[src/rtl/msgser_pkg.sv]
package msgser_pkg;
    typedef enum logic [1:0] {
        CW_MSG  = 2'd0,
        CW_ADDR = 2'd1,
        CW_SYNC = 2'd2,
        CW_MSG2 = 2'd3
    } cw_kind_e;

    localparam logic [31:0] IDLE_CW = 32'h7A89C197;
endpackage

[src/rtl/msg_brk_sync.sv]
module msg_brk_sync (
    input  logic clk,
    input  logic rst_n,
    input  logic brk_i,
    output logic brk_o
);
    typedef struct packed {
        logic s1;
        logic s2;
    } sync_t;

    sync_t d, q;

    always_comb begin
        d    = q;
        d.s1 = brk_i;
        d.s2 = q.s1;
    end

    always_ff @(posedge clk or negedge rst_n) begin
        if (!rst_n) q <= '0;
        else        q <= d;
    end

    assign brk_o = q.s2;
endmodule

[src/rtl/msg_word_pack.sv]
module msg_word_pack #(
    parameter int DATA_W = 20,
    parameter int STAT_W = 2,
    parameter int CW_W   = 32,
    parameter logic [CW_W-1:0] IDLE_PAT = msgser_pkg::IDLE_CW,
    localparam int WORD_W = DATA_W + STAT_W + 1
) (
    input  logic [CW_W-1:0]   raw_i,
    input  logic [1:0]        kind_i,
    input  logic [DATA_W-1:0] payload_i,
    input  logic [STAT_W-1:0] status_i,
    output logic [WORD_W-1:0] word_o,
    output logic              ends_rx_o,
    output logic              is_msg_o
);
    import msgser_pkg::*;

    logic par;
    logic is_idle;
    logic is_addr;
    logic is_sync;

    always_comb begin
        par       = ^{payload_i, status_i};
        word_o    = {payload_i, status_i, par};
        is_idle   = (raw_i == IDLE_PAT);
        is_addr   = (kind_i == CW_ADDR);
        is_sync   = (kind_i == CW_SYNC);
        ends_rx_o = is_idle || is_addr;
        is_msg_o  = !ends_rx_o && !is_sync;
    end
endmodule

[src/rtl/msg_shift_out.sv]
module msg_shift_out #(
    parameter int WORD_W   = 23,
    parameter int CLK_HALF = 2,
    localparam int PH_W  = $clog2(2 * CLK_HALF),
    localparam int IDX_W = $clog2(WORD_W)
) (
    input  logic              clk,
    input  logic              rst_n,
    input  logic              load_i,
    input  logic [WORD_W-1:0] word_i,
    output logic              ser_data_o,
    output logic              ser_clk_o,
    output logic              busy_o
);
    localparam logic [PH_W-1:0]  PH_LAST  = PH_W'(2 * CLK_HALF - 1);
    localparam logic [PH_W-1:0]  PH_RISE  = PH_W'(CLK_HALF);
    localparam logic [IDX_W-1:0] IDX_TOP  = IDX_W'(WORD_W - 1);

    typedef struct packed {
        logic              busy;
        logic [WORD_W-1:0] sh;
        logic [PH_W-1:0]   ph;
        logic [IDX_W-1:0]  idx;
    } shift_t;

    shift_t d, q;

    always_comb begin
        d = q;
        if (load_i) begin
            d.busy = 1'b1;
            d.sh   = word_i;
            d.ph   = '0;
            d.idx  = IDX_TOP;
        end else if (q.busy) begin
            if (q.ph == PH_LAST) begin
                d.ph = '0;
                if (q.idx == '0) begin
                    d.busy = 1'b0;
                    d.sh   = '0;
                end else begin
                    d.idx = q.idx - 1'b1;
                    d.sh  = {q.sh[WORD_W-2:0], 1'b0};
                end
            end else begin
                d.ph = q.ph + 1'b1;
            end
        end
    end

    always_ff @(posedge clk or negedge rst_n) begin
        if (!rst_n) q <= '0;
        else        q <= d;
    end

    assign ser_data_o = q.busy & q.sh[WORD_W-1];
    assign ser_clk_o  = q.busy && (q.ph >= PH_RISE);
    assign busy_o     = q.busy;

    AST_LOAD_WHEN_FREE: assert property (@(posedge clk) disable iff (!rst_n)
        load_i |-> !q.busy);
    AST_LOADED_EVEN: assert property (@(posedge clk) disable iff (!rst_n)
        load_i |=> (q.busy && !(^q.sh)));
    AST_IDX_RANGE: assert property (@(posedge clk) disable iff (!rst_n)
        q.busy |-> (q.idx <= IDX_TOP));
    AST_CLK_QUIET: assert property (@(posedge clk) disable iff (!rst_n)
        (!q.busy && !load_i) |=> !ser_clk_o);
endmodule

[src/rtl/msg_ser_top.sv]
module msg_ser_top #(
    parameter int DATA_W   = 20,
    parameter int STAT_W   = 2,
    parameter int CW_W     = 32,
    parameter int CLK_HALF = 2,
    localparam int WORD_W = DATA_W + STAT_W + 1
) (
    input  logic              clk,
    input  logic              rst_n,
    input  logic              addr_match,
    input  logic              cw_valid,
    input  logic [1:0]        cw_kind,
    input  logic [CW_W-1:0]   cw_raw,
    input  logic [DATA_W-1:0] cw_payload,
    input  logic [STAT_W-1:0] cw_status,
    input  logic              brk_async,
    output logic              ser_data,
    output logic              ser_clk,
    output logic              bs_hold
);
    import msgser_pkg::*;

    typedef struct packed {
        logic rx;
        logic pend;
    } ctrl_t;

    ctrl_t d, q;

    logic              brk_s;
    logic [WORD_W-1:0] word;
    logic              ends_rx;
    logic              is_msg;
    logic              brk_eff;
    logic              end_ev;
    logic              load;
    logic              sh_busy;

    msg_brk_sync u_brk (
        .clk   (clk),
        .rst_n (rst_n),
        .brk_i (brk_async),
        .brk_o (brk_s)
    );

    msg_word_pack #(
        .DATA_W (DATA_W),
        .STAT_W (STAT_W),
        .CW_W   (CW_W)
    ) u_pack (
        .raw_i     (cw_raw),
        .kind_i    (cw_kind),
        .payload_i (cw_payload),
        .status_i  (cw_status),
        .word_o    (word),
        .ends_rx_o (ends_rx),
        .is_msg_o  (is_msg)
    );

    msg_shift_out #(
        .WORD_W   (WORD_W),
        .CLK_HALF (CLK_HALF)
    ) u_shift (
        .clk        (clk),
        .rst_n      (rst_n),
        .load_i     (load),
        .word_i     (word),
        .ser_data_o (ser_data),
        .ser_clk_o  (ser_clk),
        .busy_o     (sh_busy)
    );

    always_comb begin
        d       = q;
        brk_eff = q.pend || brk_s;
        end_ev  = q.rx && cw_valid && (ends_rx || brk_eff);
        load    = q.rx && cw_valid && is_msg && !brk_eff;
        if (!q.rx) begin
            d.rx   = addr_match;
            d.pend = 1'b0;
        end else begin
            d.rx   = !end_ev;
            d.pend = !end_ev && brk_eff;
        end
    end

    always_ff @(posedge clk or negedge rst_n) begin
        if (!rst_n) q <= '0;
        else        q <= d;
    end

    assign bs_hold = q.rx;

    AST_RX_START: assert property (@(posedge clk) disable iff (!rst_n)
        (!bs_hold && addr_match) |=> bs_hold);
    AST_END_ADDR: assert property (@(posedge clk) disable iff (!rst_n)
        (bs_hold && cw_valid && cw_kind == CW_ADDR) |=> !bs_hold);
    AST_END_IDLE: assert property (@(posedge clk) disable iff (!rst_n)
        (bs_hold && cw_valid && cw_raw == IDLE_CW) |=> !bs_hold);
    AST_SYNC_KEEP: assert property (@(posedge clk) disable iff (!rst_n)
        (bs_hold && cw_valid && cw_kind == CW_SYNC && cw_raw != IDLE_CW
         && !q.pend && !brk_s) |=> (bs_hold && !sh_busy));
    AST_BRK_END: assert property (@(posedge clk) disable iff (!rst_n)
        (bs_hold && cw_valid && q.pend) |=> (!bs_hold && !sh_busy));
    AST_QUIET_OFF: assert property (@(posedge clk) disable iff (!rst_n)
        (!bs_hold && !sh_busy) |=> !sh_busy);
endmodule

[config.mk]
export PLATFORM = sky130hd
export DESIGN_NAME = msg_ser_top
export DESIGN_NICKNAME = d
export VERILOG_FILES = /design/src/rtl/msgser_pkg.sv /design/src/rtl/msg_brk_sync.sv /design/src/rtl/msg_word_pack.sv /design/src/rtl/msg_shift_out.sv /design/src/rtl/msg_ser_top.sv
export SDC_FILE = /design/constraint.sdc
export NUM_CORES = 1
export LEC_CHECK = 0
export BUFFER_PORTS_ARGS = -buffer_cell sky130_fd_sc_hd__buf_2
export CAP_MARGIN = 30
export CELL_PAD_IN_SITES_DETAIL_PLACEMENT = 2
export CELL_PAD_IN_SITES_GLOBAL_PLACEMENT = 2
export CORE_MARGIN = 2
export CORE_UTILIZATION = 31
export DETAILED_ROUTE_END_ITERATION = 6
export PLACE_DENSITY = 0.75
export SLEW_MARGIN = 30
export SYNTH_ARGS = -nofsm -noshare
export SYNTH_HDL_FRONTEND = slang
export SYNTH_SLANG_ARGS = --single-unit
[constraint.sdc]
create_clock -name clk -period 2.4 [get_ports clk]
set_clock_uncertainty 0.1 [all_clocks]
set_input_delay 0.72 -clock clk [delete_from_list [all_inputs] [get_ports clk]]
set_output_delay 0.72 -clock clk [all_outputs]
set_load 0.005 [all_outputs]
==> metrics.cfg, run 1 <==
[logic_synthesis]
synth_area_per_cell_um2=10.23
synth-edff-count=0
yosysWarnings=0
yosysTopAreaCell=dfrtp_1
synthCells=207
synthMostInstantiatedCell=nand2_1
synth_cell_type_count=36
post_synth_instance_area_um2=2117
ys.flop_type=dfrtp_1
synth_common_cells=nand2_1 (53), dfrtp_1 (35), o21ai_0 (22)
yosys-top-cells-area=dfrtp_1 (41%), mux2_4 (15%), nand2_1 (9.4%)
yosys.area.top_type_share_pct=41.37
yosysSeqAreaShare_pct=41.37
synth_nets=270
ys_ff_latch=35
synth_async_sr_flop_share_pct=100.0

[worst_setup_path]
slowest_stage=nor4_2
worstPathRequired_ns=2.47
critPathKind=primary input to flop
path_cells=buf_2, nor4b_2, nand4_1, nor4_2, or4_4, buf_12, mux2_4
critPathMaxFanout=14
critPathLaunchType=primary input
cp.arrival_ns=2.27
crit_path_end_kind=flop
cpPeakStageDelay_ns=0.33

[clocking]
ctsHtreeMaxLevel=2
clk_pin_slew_worst_paths_ns=0.07
worstSkewPairLatency_ns=0.29
root_buffer=clkbuf_8
cts_buffers=5
cts_tree=yes
cts_num_sinks=35
clockBufferDepth=2

[run_status]
outcome=complete, no violations

[sta]
tightest_slew_ns=0.4848
holdWs_ns=0.2552
drv_slew=0
relSlewSlack_pct=67.68
setup_tns_ns=0
setup_viol=0
min_period_over_period_pct=91.72
period_needed_ns=2.201
hold_viol=0
rsz0062_at_grt=false
timing.fmax_ghz=0.4543

[drt]
vias=1721
routed_wirelength_mm=5.654
first_pass_iters=3
routedWlPerCell_um=15.97
routed_via_density=4.862
remaining_drc_errors=0
ant_nets=0
first_iter_violations=82

[power]
total_power_w=0.002627
power.static_leakage_nw=1.263
ir_drop_v=0.0003127
power.density_nw_per_um2=1003

[final_layout]
fillers=762
multi_input_area_um2=1161
layout.nets=336
regArea_um2=875.8
n_antenna_cell=0
area_growth_pct=23.70
layout-drive-gt1-share_pct=37.23
final_util_pct=38.98

[floorplan]
core_um2=6719
start_util_pct=31.51
pin_count=64
fp.dieW_um=86.64
row_count=30
dieArea_um2=7506
die_y_um=86.64

[placement]
dpl.hpwl_mm=4.162
gp_congestion=0.7351
io_buffers=63

[job]
maxCapViolations=0

[global_route]
grt_start_max_net_pins=36
antenna_found_initial=0
first_global_vias=2016
overflow=0
grt_pass1_wl_mm=9.777
groute.usage.overall_pct=16.65

[hold_path]
min-delay-path-class=flop to flop

## metal layers
layer | vias to the layer above | part of all wire [%] | wire, um | GRT usage, %
met5 | - | 0 | 0 | 0
met3 | 2 | 2.0 | 112 | 2.857
li1 | 829 | - | - | -
met2 | 17 | 55 | 3120 | 31.12
met1 | 873 | 42 | 2387 | 19.57
met4 | 0 | 0.60 | 34 | 4.261
## through the flow
stage	setup slack, ns	instance area [um^2]	std cells
finish	0.1987	2619	354
global route	0.1236	2619	354
CTS	0.03101	2603	354
detailed placement	-0.2818	2521	346
global placement	-0.1917	2521	346
floorplan	0.1016	2117	207
## final timing paths
check | from | to | slack [ns] | depth (start not counted)
hold reg to reg | u_brk.d[0] | u_brk.brk_o | 0.26 | 0
max in group asynchronous | rst_n | u_shift.q[12] | 1.49 | 2
setup / recovery | cw_raw[9] | u_shift.q[14] | 0.20 | 7
min in group asynchronous | rst_n | u_shift.q[6] | 0.38 | 2
setup reg to reg | u_shift.q[0] | u_shift.q[14] | 0.57 | 6
hold / removal | u_brk.d[0] | u_brk.brk_o | 0.26 | 0
## sequential cells by signal (all words and copies together), names as in the netlist
name	cells
u_brk.d	1
u_brk.brk_o	1
u_shift.busy_o	1
q	1
bs_hold	1
u_shift.q	30
## repair_timing
action / CTS / global route
resized for setup: 0 / 3
setup buffers: 0 / 0
setup endpoints to repair: 0 / 27
hold buffers: 0 / 0
## layout make-up
class                      instances  share of cell area, %
sequential                        35                  33.44
timing repair buffer              70                  15.00
inverter                           2                 0.2867
multi-input combinational        159                  44.34
clock inverter                     1                 0.1911
clock buffer                       7                  2.914
tap                               80                  3.822
## power by group
part / internal, W / switching [W] / leakage [nW]
logic: 0.000667 / 0.000541 / 0.791
registers: 0.000838 / 0.000161 / 0.430
clock network: 0.000204 / 0.000216 / 0.0422
total: 0.00171 / 0.000918 / 1.26
## placed cells by master, fill, tap and decap left out
cell type,count
a21oi_1,1
a31oi_1,1
and2_1,6
and4b_1,1
buf_12,2
buf_2,63
buf_4,5
clkbuf_1,2
clkbuf_8,5
clkinv_2,1
dfrtp_1,35
ha_1,2
inv_1,2
mux2_1,1
mux2_2,1
mux2_4,21
mux2i_1,1
nand2_1,53
nand2b_1,3
nand3b_1,1
nand4_1,3
nand4b_1,1
nand4bb_1,1
nor2_1,3
nor2b_1,1
nor3_1,1
nor3b_1,2
nor4_1,1
nor4_2,1
nor4b_1,1
nor4b_2,2
nor4bb_1,2
o211ai_1,1
o21a_1,1
o21ai_0,22
o31ai_1,1
or4_4,1
xnor2_1,19
xnor3_1,1
xor2_1,2
## worst max-delay path, delay by kind of cell
kind                   cells  cell delay, ns
AND/OR/NAND/NOR            4            0.95
multiplexers               1            0.31
buffers and inverters      2            0.27
## logic make-up after synthesis
family,synth area share [%]
simple gates,19.92
xor+xnor,9.752
flops,41.37
mux,16.43
fa+ha+maj,1.182
compound gates,6.797
buf+inv,4.551
(Power assumes the default switching activity.)
==> run 2, diff against run 1 <==
--- a/config.mk
+++ b/config.mk
@@ -5,14 +5,14 @@
 export SDC_FILE = /design/constraint.sdc
 export NUM_CORES = 1
 export LEC_CHECK = 0
-export BUFFER_PORTS_ARGS = -buffer_cell sky130_fd_sc_hd__buf_2
 export CAP_MARGIN = 30
 export CELL_PAD_IN_SITES_DETAIL_PLACEMENT = 2
 export CELL_PAD_IN_SITES_GLOBAL_PLACEMENT = 2
 export CORE_MARGIN = 2
-export CORE_UTILIZATION = 31
+export CORE_UTILIZATION = 38
 export DETAILED_ROUTE_END_ITERATION = 6
-export PLACE_DENSITY = 0.75
+export DONT_BUFFER_PORTS = 1
+export PLACE_DENSITY = 0.74
 export SLEW_MARGIN = 30
 export SYNTH_ARGS = -nofsm -noshare
 export SYNTH_HDL_FRONTEND = slang
==> run 2 against run 1 <==
  * Fmax fell by 1.6%
  * Utilization rose by 2.5 points
  * Power fell by 2.2%
  * Sequential power barely moved
  * Largest power group unchanged
  * Critical path depth fell by 1
  * Worst setup slack got worse by 0.036 ns
  * Non-clock buffer count fell by 64
  * Largest cell class unchanged
  * Final cell count fell by 20%
  * Critical endpoint is now u_shift.q[20]
  * Count of clock-buffer cells in the layout did not move
==> metrics.cfg, run 2 (synthesis results as in run 1) <==
[global_route]
groute.usage.overall_pct=18.64  ; +2.0 points
antenna_found_initial=0  ; unchanged
grt_pass1_wl_mm=8.859  ; -9.4%
first_global_vias=1824  ; -9.5%
overflow=0  ; unchanged
grt_start_max_net_pins=36  ; unchanged

[floorplan]
die_y_um=78.64  ; -9.2%
pin_count=64  ; unchanged
start_util_pct=38.92  ; +7.4 points
dieArea_um2=6184  ; -18%
fp.dieW_um=78.64  ; -9.2%
core_um2=5439  ; -19%
row_count=27  ; -10%

[final_layout]
layout-drive-gt1-share_pct=16.67  ; -21 points
fillers=607  ; -20%
n_antenna_cell=0  ; unchanged
area_growth_pct=6.619
largest_reg_flops=30  ; unchanged
layout.nets=272  ; -19%
regMostFlops=u_shift.q
final_util_pct=41.50  ; +2.5 points
final_common_cell=nand2_1
layout_common_cells=nand2_1 (53), dfrtp_1 (35), o21ai_0 (22)

[sta]
min_period_over_period_pct=93.24  ; +1.5 points
timing.fmax_ghz=0.4469  ; -1.6%
drv_slew=0  ; unchanged
holdWs_ns=0.01977  ; -0.2354 ns
rsz0062_at_grt=false
setup_viol=0  ; unchanged
hold_viol=0  ; unchanged
worst_slack_ns=0.1623  ; -0.03643 ns
relSlewSlack_pct=68.82  ; +1.1 points
period_needed_ns=2.238  ; +0.03643 ns
tightest_slew_ns=0.4677  ; -0.01706 ns

[worst_setup_path]
crit_path_end_kind=flop
cp.arrival_ns=2.30  ; +0.03 ns
critPathLaunchType=primary input
worstPathRequired_ns=2.46  ; about the same
critPathKind=primary input to flop
cpPeakStageDelay_ns=0.37  ; +0.04 ns
critPathMaxFanout=24  ; +10
critPathBufInv=1  ; -1
slowest_stage=mux2_1
crit_family=simple AND/OR/NAND/NOR gates
path_cells=nor4b_1, nand4_1, nor4_1, or4_1, buf_12, mux2_1

[clocking]
cts_resized=0  ; unchanged
clockBufferDepth=2  ; unchanged
cts_buffers=5  ; unchanged
clk_pin_slew_worst_paths_ns=0.07  ; about the same
hold_buffers=0  ; unchanged
cts_tree=yes
worstSkewPairLatency_ns=0.29  ; about the same
ctsHtreeMaxLevel=2  ; unchanged
cts_setup_buffers=0  ; unchanged
cts_num_sinks=35  ; unchanged
root_buffer=clkbuf_8

[hold_path]
min-delay-path-class=primary input to asynchronous set/reset pin

[drt]
routedWlPerCell_um=19.27  ; +21%
routed_via_density=5.372  ; +11%
vias=1515  ; -12%
first_iter_violations=52  ; -37%
first_pass_iters=4  ; +1
ant_nets=0  ; unchanged
routed_wirelength_mm=5.433  ; -3.9%
remaining_drc_errors=0  ; unchanged

[placement]
io_buffers=0  ; -100%
gp_congestion=0.7820  ; +6.4%
dpl.hpwl_mm=4.076  ; -2.1%
pre_cts_ws_ns=-0.1658  ; +0.1160 ns

[power]
power.static_leakage_nw=1.001  ; -21%
ir_drop_v=0.0004207  ; +35%
power.density_nw_per_um2=1138  ; +13%

[job]
maxCapViolations=0  ; unchanged

[run_status]
outcome=complete, no violations

==> run 2: cell count changes in the layout (fill, tap and decap cells not counted) <==
cell / change
or4_4: -1
nor4b_2: -1
nor4_2: -1
buf_2: -63
or4_1: +1
nor4b_1: +1
buf_12: -1
nor4_1: +1
==> run 2: path summary, 6_finish.rpt <==
path / start / end / slack, ns / depth (start not counted)
max in group asynchronous: rst_n / u_shift.q[10] / 2.10 / 0
worst max-delay path: cw_raw[17] / u_shift.q[20] / 0.16 / 6
worst min-delay path: rst_n / bs_hold / 0.02 / 0
worst min register to register: u_brk.d[0] / u_brk.brk_o / 0.26 / 0
worst max register to register: u_shift.q[5] / u_shift.q[3] / 0.34 / 6
min in group clk: u_brk.d[0] / u_brk.brk_o / 0.26 / 0
==> run 2: final cells by class <==
class | instances | area (um^2) | share of cell area (%)
tap | 72 | 90.09 | 3.991
inverter | 2 | 7.507 | 0.3326
multi-input combinational | 159 | 1145 | 50.72
timing repair buffer | 6 | 57.56 | 2.550
clock inverter | 1 | 5.005 | 0.2217
sequential | 35 | 875.8 | 38.80
clock buffer | 7 | 76.32 | 3.381
==> run 2: where the power goes <==
part / total (W) / switching [W] / internal, W
registers: 0.00102 / 0.000178 / 0.000839
logic: 0.00114 / 0.000517 / 0.000619
clock network: 0.000416 / 0.000213 / 0.000204
==> run 2: routing by layer <==
layer  vias up  GRT usage, %  part of all wire, %
li1        703             -                    -
met1       765         21.35                   39
met2        37         33.93                   54
met3        10         4.483                  5.5
met4         0         5.965                  1.4
met5         -             0                    0
==> run 2: through the flow <==
| stage | TNS (ns) | cell area [um^2] | total power [W] | std cells |
|---|---|---|---|---|
| final | 0 | 2257 | 0.002569 | 282 |
| after global routing | 0 | 2257 | 0.002780 | 282 |
| after CTS | 0 | 2257 | 0.002618 | 282 |
| after detailed placement | -2.716 | 2176 | 0.002177 | 274 |
| after global placement | -0.8369 | 2176 | 0.002032 | 274 |
| after floorplan | 0 | 2117 | 0.001885 | 207 |
==> run 3, diff against run 2 <==
--- a/config.mk
+++ b/config.mk
@@ -8,11 +8,10 @@
 export CAP_MARGIN = 30
 export CELL_PAD_IN_SITES_DETAIL_PLACEMENT = 2
 export CELL_PAD_IN_SITES_GLOBAL_PLACEMENT = 2
-export CORE_MARGIN = 2
-export CORE_UTILIZATION = 38
+export CORE_UTILIZATION = 34
 export DETAILED_ROUTE_END_ITERATION = 6
 export DONT_BUFFER_PORTS = 1
-export PLACE_DENSITY = 0.74
+export PLACE_DENSITY = 0.67
 export SLEW_MARGIN = 30
 export SYNTH_ARGS = -nofsm -noshare
 export SYNTH_HDL_FRONTEND = slang
==> run 3 against run 2 <==
  * Clock power increased by 4%
  * Via count is essentially flat
  * Sequential share of layout area down 0.17 points
  * Register-to-register slack improved by 0.14 ns
  * Power up 0.34%
  * Fmax grew 1.3%
  * Wire length is 0.94% lower
  * Die area is 5.9% higher
  * Worst setup slack improved by 0.030 ns
==> metrics.cfg, run 3 (synthesis results as in run 1) <==
[clocking]
hold_buffers=0  ; unchanged
cts_resized=0  ; unchanged
worstSkewPairLatency_ns=0.29  ; about the same
cts_tree=yes
root_buffer=clkbuf_8
clk_pin_slew_worst_paths_ns=0.07  ; about the same
cts_num_sinks=35  ; unchanged
cts_buffers=5  ; unchanged
cts_setup_buffers=0  ; unchanged
ctsHtreeMaxLevel=2  ; unchanged
clockBufferDepth=2  ; unchanged

[sta]
timing.fmax_ghz=0.4529  ; +1.3%
rsz0062_at_grt=false
relSlewSlack_pct=72.50  ; +3.7 points
holdWs_ns=0.02140  ; +0.001633 ns
period_needed_ns=2.208  ; -0.02968 ns
tightest_slew_ns=0.4087  ; -0.05901 ns
setup_viol=0  ; unchanged
min_period_over_period_pct=92.00  ; -1.2 points
drv_slew=0  ; unchanged
hold_viol=0  ; unchanged

[worst_setup_path]
critPathLaunchType=primary input
cp.arrival_ns=2.28  ; -0.02 ns
worstPathRequired_ns=2.47  ; about the same
critPathKind=primary input to flop
crit_path_end_kind=flop
critPathMaxFanout=19  ; -21%

[drt]
highest_layer=met4
routedWlPerCell_um=18.95  ; -1.6%
dr_wl_met2_mm=2.856  ; -2.7%
wl_met1_mm=2.203  ; +3.9%
routed_wirelength_mm=5.382  ; -0.94%
wl_met3_um=261  ; -12%
first_pass_iters=4  ; unchanged
vias=1516  ; +0.066%
first_iter_violations=73  ; +40%
routed_via_density=5.338  ; -0.64%
ant_nets=0  ; unchanged
remaining_drc_errors=0  ; unchanged

[floorplan]
fp.dieW_um=80.91  ; +2.9%
start_util_pct=35.55  ; -3.4 points
die_y_um=80.91  ; +2.9%
pin_count=64  ; unchanged
dieArea_um2=6546  ; +5.9%
row_count=28  ; +3.7%
core_um2=5956  ; +9.5%

[power]
swShare_pct=34.72  ; -0.63 points
pwr-share-seq_pct=39.5  ; about the same
clock_power_share_pct=16.8  ; +0.6 points
power.density_nw_per_um2=1137  ; -0.10%
ir_drop_v=0.0005302  ; +26%
internal-power_w=0.001683  ; +1.3%
power.static_leakage_nw=1.005  ; +0.36%
total_power_w=0.002578  ; +0.34%
p_switching_w=0.0008950  ; -1.4%
combPwrFrac_pct=43.7  ; -0.5 points

[hold_path]
min-delay-path-class=primary input to asynchronous set/reset pin

[global_route]
grt_start_max_net_pins=36  ; unchanged
overflow=0  ; unchanged
antenna_found_initial=0  ; unchanged
grt_pass1_wl_mm=8.873  ; +0.16%
groute.usage.overall_pct=18.30  ; -0.34 points
first_global_vias=1797  ; -1.5%

[placement]
gp_congestion=0.7758  ; -0.79%
dp_cells=277  ; +1.1%
place_area_um2=2180  ; +0.17%
dpl.hpwl_mm=3.971  ; -2.6%
io_buffers=0  ; unchanged

[run_status]
outcome=complete, no violations

[final_layout]
multi_input_area_um2=1145  ; unchanged
regArea_um2=875.8  ; unchanged
layout-drive-gt1-share_pct=17.22  ; +0.56 points
final_common_cell=nand2_1
layout_common_cells=nand2_1 (53), dfrtp_1 (35), o21ai_0 (22)
n_antenna_cell=0  ; unchanged
regMostFlops=u_shift.q
finalInstanceArea_um2=2267  ; +0.44%
final_util_pct=38.07  ; -3.4 points
area_growth_pct=7.092
largest_reg_flops=30  ; unchanged
layout.nets=272  ; unchanged
fillers=650  ; +7.1%
layoutNonFillerInstCount=284  ; +0.71%

[job]
maxCapViolations=0  ; unchanged

==> run 3: cell count changes in the layout (fill, tap and decap cells not counted) <==
cell      previous run  this run
clkbuf_1             2         0
clkbuf_8             5         6
==> run 3: worst max-delay path, stage by stage <==
cell and delay (ns):
nor4bb_1 0.27, nand4_1 0.14, nor4_1 0.36, or4_1 0.24, buf_12 0.20, mux2_4 0.32
==> run 3: area by class of cell <==
| class | count | share of cell area [%] |
|---|---|---|
| well taps | 75 | 4.139 |
| inverters | 2 | 0.3311 |
| multi-input cells | 159 | 50.50 |
| flip-flops and latches | 35 | 38.63 |
| clock inverters | 1 | 0.2208 |
| repair buffers | 6 | 2.539 |
| clock buffers | 6 | 3.642 |
==> run 3: per-stage QoR <==
stage	setup TNS, ns	worst slack, ns
global placement	-1.941	-0.09284
finish	0	0.1919
CTS	0	0.1690
global route	0	0.003354
detailed placement	-3.133	-0.1413
floorplan	0	0.1016
==> run 3: power groups by stage <==
| stage | sequential (W) | clock (W) | combinational (W) |
|---|---|---|---|
| global route | 0.00105 | 0.000469 | 0.00127 |
| floorplan | 0.000962 | 0 | 0.000923 |
| finish | 0.00102 | 0.000434 | 0.00113 |
| global placement | 0.000993 | 0 | 0.00104 |
| CTS | 0.00102 | 0.000450 | 0.00116 |
| detailed placement | 0.00102 | 0 | 0.00114 |
==> run 3: metal layers <==
| metal | vias up | track usage, % |
|---|---|---|
| met5 | - | 0 |
| met4 | 0 | 5.000 |
| met3 | 6 | 5.056 |
| met2 | 32 | 32.94 |
| met1 | 775 | 21.12 |
| li1 | 703 | - |
==> run 3: final timing paths <==
| check | startpoint | end | slack, ns | depth (start not counted) |
|---|---|---|---|---|
| worst max-delay path | cw_raw[18] | u_shift.q[15] | 0.19 | 6 |
| worst min-delay path | rst_n | u_shift.q[6] | 0.02 | 0 |
| worst max register to register | u_shift.q[1] | u_shift.q[3] | 0.48 | 7 |
| worst min register to register | u_brk.d[0] | u_brk.brk_o | 0.27 | 0 |
| max in group asynchronous | rst_n | u_shift.q[7] | 2.09 | 0 |
| min in group clk | u_brk.d[0] | u_brk.brk_o | 0.27 | 0 |
